`config.mk`:
```
export PLATFORM = sky130hd
export DESIGN_NAME = smres_arm
export DESIGN_NICKNAME = d
export VERILOG_FILES = /design/src/rtl/smres_pkg.sv /design/src/rtl/smres_cell.sv /design/src/rtl/smres_arm_sum.sv /design/src/rtl/smres_arm.sv
export SDC_FILE = /design/constraint.sdc
export NUM_CORES = 1
export LEC_CHECK = 0
export BUFFER_PORTS_ARGS = -buffer_cell sky130_fd_sc_hd__clkbuf_2
export CORE_MARGIN = 4
export CORE_UTILIZATION = 55
export CTS_CLUSTER_SIZE = 20
export DETAILED_ROUTE_END_ITERATION = 8
export GPL_TIMING_DRIVEN = 0
export PLACE_DENSITY_LB_ADDON = 0.2
export REMOVE_ABC_BUFFERS = 1
export SKIP_CTS_REPAIR_TIMING = 1
export SLEW_MARGIN = 5
export SYNTH_ARGS = -nofsm -noshare
export SYNTH_HDL_FRONTEND = slang
export SYNTH_SLANG_ARGS = --single-unit
```
`constraint.sdc`:
```
create_clock -name clk -period 17.7 [get_ports clk]
set_input_delay 1.77 -clock clk [delete_from_list [all_inputs] [get_ports clk]]
set_output_delay 1.77 -clock clk [all_outputs]
set_load 0.01 [all_outputs]
```
`src/rtl/smres_pkg.sv`:
```
package smres_pkg;

    // gate command pattern, packed as {hi, lo}
    typedef enum logic [1:0] {
        GATE_DEAD  = 2'b00,
        GATE_BYP   = 2'b01,
        GATE_INS   = 2'b10,
        GATE_SHORT = 2'b11
    } gate_pat_t;

    typedef struct packed {
        logic hi;
        logic lo;
        logic fault;
    } sw_state_t;

    // resolve conduction from gate pattern and the sign of the entering current
    function automatic sw_state_t resolve_sw(input logic g_hi, input logic g_lo,
                                             input logic cur_neg);
        sw_state_t r;
        r = '{hi: 1'b0, lo: 1'b0, fault: 1'b0};
        case (gate_pat_t'({g_hi, g_lo}))
            GATE_INS:   r.hi = 1'b1;
            GATE_BYP:   r.lo = 1'b1;
            GATE_SHORT: r.fault = 1'b1;
            default: begin
                r.hi = ~cur_neg;
                r.lo = cur_neg;
            end
        endcase
        return r;
    endfunction

endpackage

```
`src/rtl/smres_cell.sv`:
```
module smres_cell
    import smres_pkg::*;
#(
    parameter int VW = 16,
    parameter int IW = 16
) (
    input  logic                 g_hi,
    input  logic                 g_lo,
    input  logic signed [IW-1:0] cur_in,
    input  logic signed [VW-1:0] cap_v,
    output sw_state_t            st,
    output logic signed [VW-1:0] v_out,
    output logic signed [IW-1:0] i_cap,
    output logic signed [IW-1:0] cur_out
);

    always_comb begin
        st      = resolve_sw(g_hi, g_lo, cur_in[IW-1]);
        v_out   = st.hi ? cap_v : '0;
        i_cap   = st.hi ? cur_in : '0;
        cur_out = (st.hi || st.lo) ? cur_in : '0;
    end

endmodule

```
`src/rtl/smres_arm_sum.sv`:
```
module smres_arm_sum #(
    parameter int NSM = 4,
    parameter int VW  = 16
) (
    input  logic [NSM*VW-1:0]    v_lanes,
    input  logic signed [VW-1:0] v_dc,
    input  logic                 add_mode,
    output logic signed [VW-1:0] v_arm,
    output logic                 clamped
);

    localparam int AW = VW + $clog2(NSM) + 2;
    localparam logic signed [AW-1:0] SAT_HI = {{(AW-VW+1){1'b0}}, {(VW-1){1'b1}}};
    localparam logic signed [AW-1:0] SAT_LO = {{(AW-VW+1){1'b1}}, {(VW-1){1'b0}}};

    logic signed [AW-1:0] lane_sum;
    logic signed [AW-1:0] total;

    always_comb begin
        lane_sum = '0;
        for (int k = 0; k < NSM; k++) begin
            lane_sum = lane_sum + AW'($signed(v_lanes[k*VW +: VW]));
        end
        total = add_mode ? (AW'(v_dc) + lane_sum) : (AW'(v_dc) - lane_sum);
        if (total > SAT_HI) begin
            v_arm   = SAT_HI[VW-1:0];
            clamped = 1'b1;
        end else if (total < SAT_LO) begin
            v_arm   = SAT_LO[VW-1:0];
            clamped = 1'b1;
        end else begin
            v_arm   = total[VW-1:0];
            clamped = 1'b0;
        end
    end

endmodule

```
`src/rtl/smres_arm.sv`:
```
module smres_arm
    import smres_pkg::*;
#(
    parameter int NSM = 4,
    parameter int VW  = 16,
    parameter int IW  = 16
) (
    input  logic                  clk,
    input  logic                  rst,
    input  logic [NSM-1:0]        gate_hi,
    input  logic [NSM-1:0]        gate_lo,
    input  logic signed [IW-1:0]  arm_cur,
    input  logic [NSM*VW-1:0]     cap_volt,
    input  logic signed [VW-1:0]  dc_volt,
    input  logic                  lower_arm,
    output logic [NSM-1:0]        sw_hi,
    output logic [NSM-1:0]        sw_lo,
    output logic [NSM-1:0]        fault,
    output logic [NSM*VW-1:0]     sm_volt,
    output logic [NSM*IW-1:0]     cap_cur,
    output logic signed [VW-1:0]  arm_volt
);

    logic signed [IW-1:0] chain_cur [NSM+1];
    sw_state_t            st_c [NSM];
    logic [NSM*VW-1:0]    vout_c;
    logic [NSM*IW-1:0]    icap_c;
    logic signed [VW-1:0] arm_c;
    logic                 arm_clamped;
    logic                 primed;

    assign chain_cur[0] = arm_cur;

    for (genvar k = 0; k < NSM; k++) begin : g_cell
        logic signed [VW-1:0] v_k;
        logic signed [IW-1:0] i_k;
        smres_cell #(.VW(VW), .IW(IW)) u_cell (
            .g_hi    (gate_hi[k]),
            .g_lo    (gate_lo[k]),
            .cur_in  (chain_cur[k]),
            .cap_v   ($signed(cap_volt[k*VW +: VW])),
            .st      (st_c[k]),
            .v_out   (v_k),
            .i_cap   (i_k),
            .cur_out (chain_cur[k+1])
        );
        assign vout_c[k*VW +: VW] = v_k;
        assign icap_c[k*IW +: IW] = i_k;
    end

    smres_arm_sum #(.NSM(NSM), .VW(VW)) u_sum (
        .v_lanes  (vout_c),
        .v_dc     (dc_volt),
        .add_mode (lower_arm),
        .v_arm    (arm_c),
        .clamped  (arm_clamped)
    );

    always_ff @(posedge clk) begin
        if (rst) begin
            sw_hi    <= '0;
            sw_lo    <= '0;
            fault    <= '0;
            sm_volt  <= '0;
            cap_cur  <= '0;
            arm_volt <= '0;
            primed   <= 1'b0;
        end else begin
            for (int k = 0; k < NSM; k++) begin
                sw_hi[k] <= st_c[k].hi;
                sw_lo[k] <= st_c[k].lo;
                fault[k] <= st_c[k].fault;
            end
            sm_volt  <= vout_c;
            cap_cur  <= icap_c;
            arm_volt <= arm_c;
            primed   <= 1'b1;
        end
    end

    // clamped flag is informational inside the arm summer; it must never
    // coincide with an in-range registered value that is not a limit
    logic clamp_q;
    always_ff @(posedge clk) begin
        if (rst) clamp_q <= 1'b0;
        else     clamp_q <= arm_clamped;
    end

    for (genvar k = 0; k < NSM; k++) begin : g_chk
        assert_commanded_R1: assert property (@(posedge clk) disable iff (rst)
            primed && $past(gate_hi[k] && !gate_lo[k]) |-> sw_hi[k] && !sw_lo[k]);
        assert_exclusive_R2: assert property (@(posedge clk) disable iff (rst)
            $onehot0({sw_hi[k], sw_lo[k]}));
        assert_shoot_off_R3: assert property (@(posedge clk) disable iff (rst)
            fault[k] |-> !sw_hi[k] && !sw_lo[k]);
        assert_vout_gated_R4: assert property (@(posedge clk) disable iff (rst)
            !sw_hi[k] |-> sm_volt[k*VW +: VW] == '0);
        assert_icap_gated_R5: assert property (@(posedge clk) disable iff (rst)
            !sw_hi[k] |-> cap_cur[k*IW +: IW] == '0);
    end

    assert_clamp_limit_R8: assert property (@(posedge clk) disable iff (rst)
        clamp_q |-> (arm_volt == {1'b0, {(VW-1){1'b1}}}) || (arm_volt == {1'b1, {(VW-1){1'b0}}}));

    assert_latency_R9: assert property (@(posedge clk) disable iff (rst)
        primed && $stable(gate_hi) && $stable(gate_lo) && $stable(arm_cur) &&
        $stable(cap_volt) && $stable(dc_volt) && $stable(lower_arm) && $past(primed)
        |=> $stable(arm_volt) && $stable(sw_hi) && $stable(sw_lo));

endmodule

```
Word-level counts from Yosys, hierarchy flattened

Cells that the tools add are included.

Multipliers: 0
$lt $le $gt $ge: 2
Divide/modulo/power cells: 0
Reduce and logical (&&, ||, !) cells: 17
Shift operators: 0
Bitwise gates (word level): 9
Eq/ne operators: 12
Muxes and demuxes: 22
Add/subtract/negate cells: 5

Operators by type and width:

| cell                                                                   | number |
|---|---|
| 16-bit 2-to-1 mux                                                      | 8 |
| 2-bit OR reduction                                                     | 13 |
| 16-bit by 20-bit adder with 20-bit output                              | 1 |
| 20-bit by 16-bit adder with 20-bit output                              | 1 |
| 20-bit by 16-bit > comparator with 1-bit output, second input constant | 1 |
| 20-bit by 16-bit < comparator with 1-bit output, second input constant | 1 |
| 20-bit 2-to-1 mux                                                      | 1 |
| 16-bit by 20-bit subtractor with 20-bit output                         | 1 |
| 17-bit by 16-bit adder with 18-bit output                              | 1 |
| 16-bit by 16-bit adder with 17-bit output                              | 1 |
| 2-bit equality test, second input constant                             | 8 |
| 1-bit case mux with 2 select lines                                     | 8 |
| 15-bit 2-to-1 mux                                                      | 1 |
| 1-bit NOT                                                              | 9 |
| 2-bit by 1-bit equality test with 1-bit output, second input constant  | 4 |
| 1-bit 2-to-1 mux                                                       | 4 |
| 1-bit logical OR                                                       | 3 |
| 3-bit OR reduction                                                     | 1 |

Word-level logic and storage cells: 78
Bits in latches: 0
Memory bits (read-only): 0
Flip-flop bits (word level): 156
RAM bits: 0
Memories kept: 0
Output and inout port bits: 156
Bits of input ports: 107

Longest topological paths before layout

Gate-level depths: netlist of the first run.

Word-level depth: 22
Gate-level depth with buffers: 43
Gate-level depth less buffers: 40

Cells and area by module

A second synthesis of the first run with hierarchy kept.

Cell total of the unflattened synthesis: 1085
Area, all modules: 10337.4 µm²

Modules (own cells, without submodules):

| module        | seq. area each (µm²) | area each (µm²) | cells an instance | times used |
|---|---|---|---|---|
| smres_arm     | 3123.0               | 4185.3          | 329               | 1 |
| smres_arm_sum | 0.0                  | 3849.9          | 500               | 1 |
| smres_cell    | 0.0                  | 575.6           | 64                | 4 |

Worst setup path before layout of the first run

Ideal clock, no wire load.

Path kind: input to register
From: in gate_lo[0]
To: reg arm_volt[10]
Data required time: 17.560 ns
Slack: 8.489 ns
Library setup time: 0.140 ns
Arrival time: 9.071 ns
Buffers on the path: 3
Cell stages on the path: 38
Cells stage by stage: nand2_1 > nand2_1 > nor2_1 > nor2_1 > clkbuf_1 > nand2_1 > fa_1 > inv_1 > ha_1 > a21o_1 > a21oi_1 > o21ai_0 > a21oi_1 > o21ai_0 > a41o_1 > o41ai_1 > xnor2_1 > ha_1 > [... 2 more ...] > a221o_1 > a21oi_1 > o21ai_1 > and4b_1 > a311o_1 > nand4b_1 > nor2_1 > a21oi_1 > xnor2_1 > ha_1 > nand3_1 > o311ai_0 > a311oi_1 > and3_1 > o22ai_1 > mux2i_4 > buf_6 > o22ai_2

Longest elaborated chain between the ends: 22
Elaborated cells between the ends (all ways): 35
Classes of those cells: add/sub (5); order compare (2); eq/ne (3); mux (17); bitwise (3); reduce/logical (5)

Ends and longest elaborated chain:

| item                                                                                                        | line                | source |
|---|---|---|
| from (decl)                                                                                                 | smres_arm.sv:11     | `input logic [NSM-1:0] gate_lo,` |
| branches (longest 16 deep; another with 17-bit by 16-bit adder with 18-bit output)                          | n/a                 |  |
| 20-bit by 16-bit adder with 20-bit output *                                                                 | smres_arm_sum.sv:22 | `lane_sum = lane_sum + AW'($signed(v_lanes[k*VW +: VW]));` |
| 16-bit by 20-bit subtractor with 20-bit output or 16-bit by 20-bit adder with 20-bit output (tied branches) | smres_arm_sum.sv:24 | `total = add_mode ? (AW'(v_dc) + lane_sum) : (AW'(v_dc) - lane_sum);` |
| 20-bit 2-to-1 mux *                                                                                         | smres_arm_sum.sv:24 |  |
| 20-bit by 16-bit < comparator with 1-bit output                                                             | smres_arm_sum.sv:28 | `end else if (total < SAT_LO) begin` |
| 16-bit 2-to-1 mux                                                                                           | smres_arm_sum.sv:28 |  |
| 15-bit 2-to-1 mux *                                                                                         | smres_arm_sum.sv:25 | `if (total > SAT_HI) begin` |
| to (signal assigned)                                                                                        | smres_arm.sv:76     | `arm_volt <= arm_c;` |
| to (decl)                                                                                                   | smres_arm.sv:21     | `output logic signed [VW-1:0] arm_volt` |

Every way passes the cells marked *.
A chain may end at the register's enable or synchronous reset.

Worst setup path in the final report of the first run

From: in gate_lo[0]
To: reg arm_volt[2]

The elaborated chain is that of the path after synthesis.

==> results.toml, run 1 <==
[floorplanning]
io_pins = 263
num_rows = 44
coreArea_um2 = 14530
die_h_um = 129.7
start_util_pct = 56.07
chipWidth_um = 129.7
die_area_um2 = 16830

[critical_path]
worstPathRequired_ps = 17980
cp_slowest_cell = "nor2_1"
cp-start-kind = "input pin"
crit_path_end_kind = "flop"
cp.arrival_ps = 11160
cpPeakStageDelay_ps = 830
path_max_fanout = 21
crit_top_cell = "a21oi_1"
crit_type = "input pin to flop"

[sta]
setup_slack_ps = 6811
hold_viol_final = 0
min_period_ps = 10890
worst_pin_slew_ps = 1084
grt_setup_unrepaired = "false"
setup_viol = 0
slew_viol_final = 0
relSlewSlack_pct = 27.46
setup_tns_ps = 0
finalCritPeriodShare_pct = 61.52
max_freq_mhz = 91.84

[finish]
area_growth_pct = 25.53
seq_area_um2 = 3123
final_nets = 1329
fin_area_um2 = 10230
num_antenna_cells = 0
multi_input_comb_area_um2 = 4717
fillCellCount = 1184
drive_gt1_share_pct = 27.99

[hold_path]
worstHoldPathType = "input pin to flop"
hold_start = "gate_hi[3]"
min_to = "sw_lo[3]"
hold_path_depth = 2

[routing]
vias = 7116
first_iter_violations = 379
final_antenna_net_count = 0
routed_wirelength_mm = 20.06
drc = 0
via_per_inst = 5.291
first_pass_iters = 5
wl_per_cell_um = 14.92

[global_routing]
antenna_found_initial = 0
gr-total-overflow = 0
track_usage_pct = 22.97
first_global_vias = 6602
grt_start_max_net_pins = 45
grt_pass1_wl_mm = 30.84

[flow_run]
maxCapViolCount = 0

[cts]
cts_tree = "yes"
clk_pin_slew_ps = 60
ctsLongestPathBuffers = 2
cts_sinks = 156
h-tree-depth = 4
cts_root_buf = "clkbuf_16"
cts_buffers = 17

[place]
place.gp.congestion = 0.8940
placed_area_um2 = 9641
post-place-ws_ps = 6418
port-buffer-count = 262
place_hpwl_mm = 16.02

[synthesis]
async_flop_share_pct = 0
synth-warning-count = 0
ys_types = 65
ys.flop_type = "dfxtp_1"
synth.yosys.seq_area_share_pct = 38.32
synth-seq-cells = 156
synth_edf_count = 0
syn-cell-area_um2 = 8149
syn_inst = 892
syn_area_per_cell_um2 = 9.136

[status]
status = "completed"

[power_and_ir_drop]
power_uw = 1346
power.leakage_uw = 0.005080
ir_worst_vdd_mv = 0.06518
power.density_nw_per_um2 = 131.6
==> worst max-delay path by stage <==
stage	start	end	slack [ps]	depth (start not counted)
CTS	gate_lo[0]	arm_volt[3]	6830	36
finish	gate_lo[0]	arm_volt[2]	6810	36
floorplan	gate_lo[0]	arm_volt[14]	8220	35
detailed placement	gate_lo[0]	arm_volt[2]	6420	36
global placement	gate_lo[0]	arm_volt[14]	6610	36
global route	gate_lo[0]	arm_volt[2]	5950	36
==> metrics by stage <==
stage               hold slack [ps]  util (%)  cells
CTS                            1519     70.36   1345
floorplan                      1842         -    863
finish                         1538     70.39   1345
global route                   1545     70.39   1345
global placement               1971     65.82   1309
detailed placement             1972     66.33   1314
==> cell usage after synthesis, types with 13 or more instances <==
master	n	area (um2)
nor3_1	21	105.1
o21ai_0	21	105.1
fa_1	19	380.4
a21oi_1	37	185.2
xor2_1	13	113.9
inv_1	55	206.5
and2_1	147	919.6
nand2_1	60	225.2
and3_1	21	131.4
xnor2_1	35	306.5
ha_1	54	675.7
clkbuf_1	25	93.84
nor2_1	52	195.2
dfxtp_1	156	3123
==> cell families after synthesis <==
kind of cell | after synthesis | synth area share, %
compound gates | 159 | 14.05
xor+xnor | 48 | 5.159
fa+ha+maj | 73 | 12.96
buf+inv | 84 | 4.053
flops | 156 | 38.32
mux | 5 | 0.9365
simple gates | 367 | 24.52
==> cell type report <==
cell class / count / share of cell area (%)
sequential: 156 / 30.53
timing repair buffer: 267 / 13.37
clock buffer: 17 / 4.159
inverter: 55 / 2.018
multi-input combinational: 652 / 46.11
clock inverter: 14 / 1.566
tap: 184 / 2.250
==> state kept, by name, indices dropped and copies added (netlist names) <==
signal / count
sm_volt: 64
sw_hi: 4
cap_cur: 64
fault: 4
sw_lo: 4
arm_volt: 16
==> per-layer routing <==
layer  routed length (um)  up-vias  track usage (%)  share of wire (%)
met5                    0        -                0                  0
met4                  341        0            7.641                1.7
met3                 1241       29            5.035                6.2
met2                10550      218            42.55                 53
met1                 7927     3306            26.09                 40
li1                     -     3563                -                  -
==> layout by cell type (no fill, tap or decap), types with 7 or more instances in the layout <==
cell	synthesis	layout
a211oi_1	7	7
a21o_1	12	12
a21oi_1	37	36
and2_1	147	147
and3_1	21	21
clkbuf_16	0	17
clkbuf_2	0	262
dfxtp_1	156	156
fa_1	19	19
ha_1	54	54
inv_1	55	55
nand2_1	60	60
nand2b_1	12	12
nand3_1	11	11
nand4_1	7	7
nor2_1	52	52
nor2b_1	8	7
nor3_1	21	18
o21a_1	11	11
o21ai_0	21	21
o22ai_2	10	10
or3_1	10	10
xnor2_1	35	35
xor2_1	13	13
==> worst max-delay path: cells and delay by family <==
kind	cells	cell delay [ps]
XOR/XNOR	2	350
buffers and inverters	2	180
AO/OA/AOI/OAI	16	3590
AND/OR/NAND/NOR	11	3070
multiplexers	1	530
adder cells (fa/ha/maj)	4	1650
==> power by group <==
part           internal (uW)  leakage (uW)  switching, uW
Sequential               382       0.00128           7.20
Clock                    210      0.000272            152
Combinational            259       0.00353            336
Total                    851       0.00508            496
No activity file was read; power rests on OpenSTA's default activity.
==> run 2, diff against run 1 <==
--- a/config.mk
+++ b/config.mk
@@ -7,7 +7,7 @@
 export LEC_CHECK = 0
 export BUFFER_PORTS_ARGS = -buffer_cell sky130_fd_sc_hd__clkbuf_2
 export CORE_MARGIN = 4
-export CORE_UTILIZATION = 55
+export CORE_UTILIZATION = 47
 export CTS_CLUSTER_SIZE = 20
 export DETAILED_ROUTE_END_ITERATION = 8
 export GPL_TIMING_DRIVEN = 0
==> constraint.sdc (replaced) <==
create_clock -name clk -period 9.3 [get_ports clk]
set_input_delay 0.93 -clock clk [delete_from_list [all_inputs] [get_ports clk]]
set_output_delay 0.93 -clock clk [all_outputs]
set_load 0.01 [all_outputs]
==> results.toml, run 2 (synthesized netlist as in run 1, its figures left out) <==
[sta]
max_freq_mhz = 116.7
min_period_ps = 8571
relSlewSlack_pct = 36.33
slew_viol_final = 0
finalCritPeriodShare_pct = 92.16
worst_pin_slew_ps = 951.5
hold_viol_final = 0
setup_slack_ps = 729.0
setup_viol = 0

[critical_path]
critPathTopFamily = "compound AO/OA/AOI/OAI gates"
cp_slowest_cell = "or4_4"
cpPeakStageDelay_ps = 580
cp.arrival_ps = 8900
crit_type = "input pin to flop"
worstPathRequired_ps = 9630
cp.depth = 36
crit_buf_inv = 3
crit_path_end_kind = "flop"
cp-start-kind = "input pin"
crit_top_cell = "o21ai_0"
path_max_fanout = 21

[floorplanning]
start_util_pct = 48.62
die_area_um2 = 19510
die_h_um = 139.7
coreArea_um2 = 16760
chipWidth_um = 139.7
io_pins = 263
num_rows = 47

[cts]
cts_buffers = 17
ctsLongestPathBuffers = 2
clk_pin_slew_ps = 70
cts_tree = "yes"
cts_sinks = 156
h-tree-depth = 4
cts_root_buf = "clkbuf_16"

[routing]
via_per_inst = 5.077
final_antenna_net_count = 0
vias = 7031
first_pass_iters = 5
wl_per_cell_um = 15.26
routed_wirelength_mm = 21.13
drc = 0
first_iter_violations = 295

[status]
status = "completed"

[global_routing]
grt_start_max_net_pins = 45
antenna_found_initial = 0
track_usage_pct = 21.64
gr-total-overflow = 0
first_global_vias = 6911
grt_pass1_wl_mm = 34.42

[finish]
seq_area_um2 = 3123
fillCellCount = 1481
num_antenna_cells = 0
area_growth_pct = 27.56
layout_commonest_cell = "clkbuf_2"
top_regs = "cap_cur: 64 flops, sm_volt: 64 flops, arm_volt: 16 flops"
final_nets = 1332
drive_gt1_share_pct = 28.84
multi_input_comb_area_um2 = 4766
layout_common_cells = "clkbuf_2, dfxtp_1, and2_1, nand2_1, inv_1"

[hold_path]
worstHoldPathType = "input pin to flop"
min_to = "sw_lo[3]"
hold_start = "gate_hi[3]"
hold_path_depth = 2

[flow_run]
maxCapViolCount = 0

[power_and_ir_drop]
power_uw = 2626
power.leakage_uw = 0.005143
ir_worst_vdd_mv = 0.1640
power.density_nw_per_um2 = 252.7

[place]
post-place-ws_ps = -1071
port-buffer-count = 262
place.gp.congestion = 0.8381
place_hpwl_mm = 16.93
[run 2: where the power goes]
part	internal (uW)	switching (uW)	leakage [uW]	total, uW
Sequential	726	12.7	0.00128	739
Clock	367	337	0.000295	704
Combinational	535	648	0.00357	1180
[run 2: layout make-up]
cell class                      instances  area share (%)
Multi-Input combinational cell        652           45.85
Sequential cell                       156           30.04
Timing Repair Buffer                  270           13.58
Clock buffer                           17           4.092
Tap cell                              220           2.648
Inverter                               55           1.986
Clock inverter                         15           1.805
[run 2: per-layer routing]
| layer | GRT usage [%] | vias up | share of wire (%) |
|---|---|---|---|
| li1 | - | 3558 | - |
| met1 | 25.29 | 3211 | 41 |
| met2 | 38.45 | 225 | 50 |
| met5 | 0 | - | 0 |
| met4 | 6.935 | 0 | 2.3 |
| met3 | 5.969 | 37 | 6.6 |
[run 2: stage by stage]
stage | cells | hold WS (ps) | cell area [um2] | setup TNS (ps) | util (%)
final | 1385 | 694.2 | 10400 | 0 | 62.02
after CTS | 1381 | 668.4 | 10290 | -8864 | 61.38
after detailed placement | 1349 | 1131 | 9674 | -16330 | 57.72
after floorplan | 863 | 1002 | 8025 | 0 | -
after global placement | 1345 | 1129 | 9612 | -14460 | 57.35
after global routing | 1385 | 681.2 | 10400 | -70.05 | 62.02
[run 2: how the worst max path moves through the flow]
stage	startpoint	endpoint	slack (ps)
after global routing	gate_lo[0]	arm_volt[1]	-40
after CTS	gate_lo[0]	arm_volt[2]	-610
after detailed placement	gate_lo[0]	arm_volt[2]	-1070
after floorplan	gate_lo[0]	arm_volt[14]	660
final	gate_lo[0]	arm_volt[0]	730
after global placement	gate_lo[0]	arm_volt[3]	-960
==> run 3, diff against run 2 <==
--- a/config.mk
+++ b/config.mk
@@ -6,6 +6,7 @@
 export NUM_CORES = 1
 export LEC_CHECK = 0
 export BUFFER_PORTS_ARGS = -buffer_cell sky130_fd_sc_hd__clkbuf_2
+export CORE_ASPECT_RATIO = 0.75
 export CORE_MARGIN = 4
 export CORE_UTILIZATION = 47
 export CTS_CLUSTER_SIZE = 20
==> results.toml, run 3 (synthesized netlist as in run 1, its figures left out) <==
[status]
status = "completed"

[cts]
ctsLongestPathBuffers = 2
clk_pin_slew_ps = 70
cts_sinks = 156
h-tree-depth = 4
cts_buffers = 17
cts_root_buf = "clkbuf_16"
cts_tree = "yes"

[sta]
min_period_ps = 8596
worst_pin_slew_ps = 975.2
setup_tns_ps = 0
relSlewSlack_pct = 34.99
max_freq_mhz = 116.3
slew_viol_final = 0
setup_viol = 0
hold_viol_final = 0
finalCritPeriodShare_pct = 92.43

[power_and_ir_drop]
power.leakage_uw = 0.005146
power.density_nw_per_um2 = 252.6
ir_worst_vdd_mv = 0.1365

[finish]
layout_commonest_cell = "clkbuf_2"
num_antenna_cells = 0
top_regs = "cap_cur: 64 flops, sm_volt: 64 flops, arm_volt: 16 flops"
utilization_pct = 61.51
area_growth_pct = 27.78
final_nets = 1333
layout_common_cells = "clkbuf_2, dfxtp_1, and2_1, nand2_1, inv_1"
drive_gt1_share_pct = 29.16

[global_routing]
grt_pass1_wl_mm = 33.52
antenna_found_initial = 0
gr-total-overflow = 0
grt_start_max_net_pins = 45
track_usage_pct = 21.20
first_global_vias = 6515

[critical_path]
path_max_fanout = 21
crit_type = "input pin to flop"
critPathTopFamily = "compound AO/OA/AOI/OAI gates"
worstPathRequired_ps = 9630
crit_path_end_kind = "flop"
cpPeakStageDelay_ps = 520
crit_start = "gate_lo[0]"
cp_slowest_cell = "fa_1"
cp-start-kind = "input pin"
crit_buf_inv = 3
cp.arrival_ps = 8920

[place]
port-buffer-count = 262
place_hpwl_mm = 16.86
place.gp.congestion = 0.8660

[routing]
first_iter_violations = 302
drc = 0
wl_per_cell_um = 15.47
routed_wirelength_mm = 21.37
final_antenna_net_count = 0
via_per_inst = 5.065
first_pass_iters = 5
vias = 6995

[hold_path]
hold_start = "gate_hi[3]"
worstHoldPathType = "input pin to flop"
hold_path_depth = 2
min_to = "sw_lo[3]"

[floorplanning]
num_rows = 41
die_area_um2 = 19530
start_util_pct = 48.14
coreArea_um2 = 16930
chipWidth_um = 160.0
die_h_um = 122.0
io_pins = 263

[flow_run]
maxCapViolCount = 0
-- run 3: how the worst max path moves through the flow --
stage | to | slack [ps] | depth (start not counted)
after detailed placement | arm_volt[3] | -1320 | 36
after global routing | arm_volt[1] | -30 | 40
after CTS | arm_volt[3] | -930 | 36
final | arm_volt[0] | 700 | 40
after global placement | arm_volt[14] | -1180 | 36
after floorplan | arm_volt[14] | 660 | 35
-- run 3: layer usage --
layer	global-route usage (%)	routed length, um	vias up
met1	28.89	10180	3211
met2	33.47	9617	202
met4	6.287	298	0
met5	0	0	-
li1	-	-	3565
met3	5.377	1269	17
-- run 3: cell type report --
class	instances	area, um2
Timing Repair Buffer	271	1435
Inverter	55	206.4
Fill cell	1500	6516
Tap cell	215	269.0
Clock buffer	17	425.4
Sequential cell	156	3123
Multi-Input combinational cell	652	4782
Clock inverter	15	171.4
-- run 3: stage by stage --
stage	std cells	hold slack, ps	total power, uW	worst slack, ps	cell area (um2)
3_5_place_dp	1345	1133	1885	-1320	9696
2_1_floorplan	863	1002	1626	660.5	8025
3_3_place_gp	1340	1134	1866	-1176	9605
6_report	1381	695.2	2630	704.5	10410
5_1_grt	1381	695.1	2809	-33.67	10410
4_1_cts	1377	682.1	2580	-929.4	10290
-- run 3: where the power goes --
| part | switching, uW | leakage, uW | internal (uW) |
|---|---|---|---|
| logic | 663 | 0.00358 | 538 |
| registers | 13.0 | 0.00128 | 726 |
| clock network | 327 | 0.000285 | 363 |
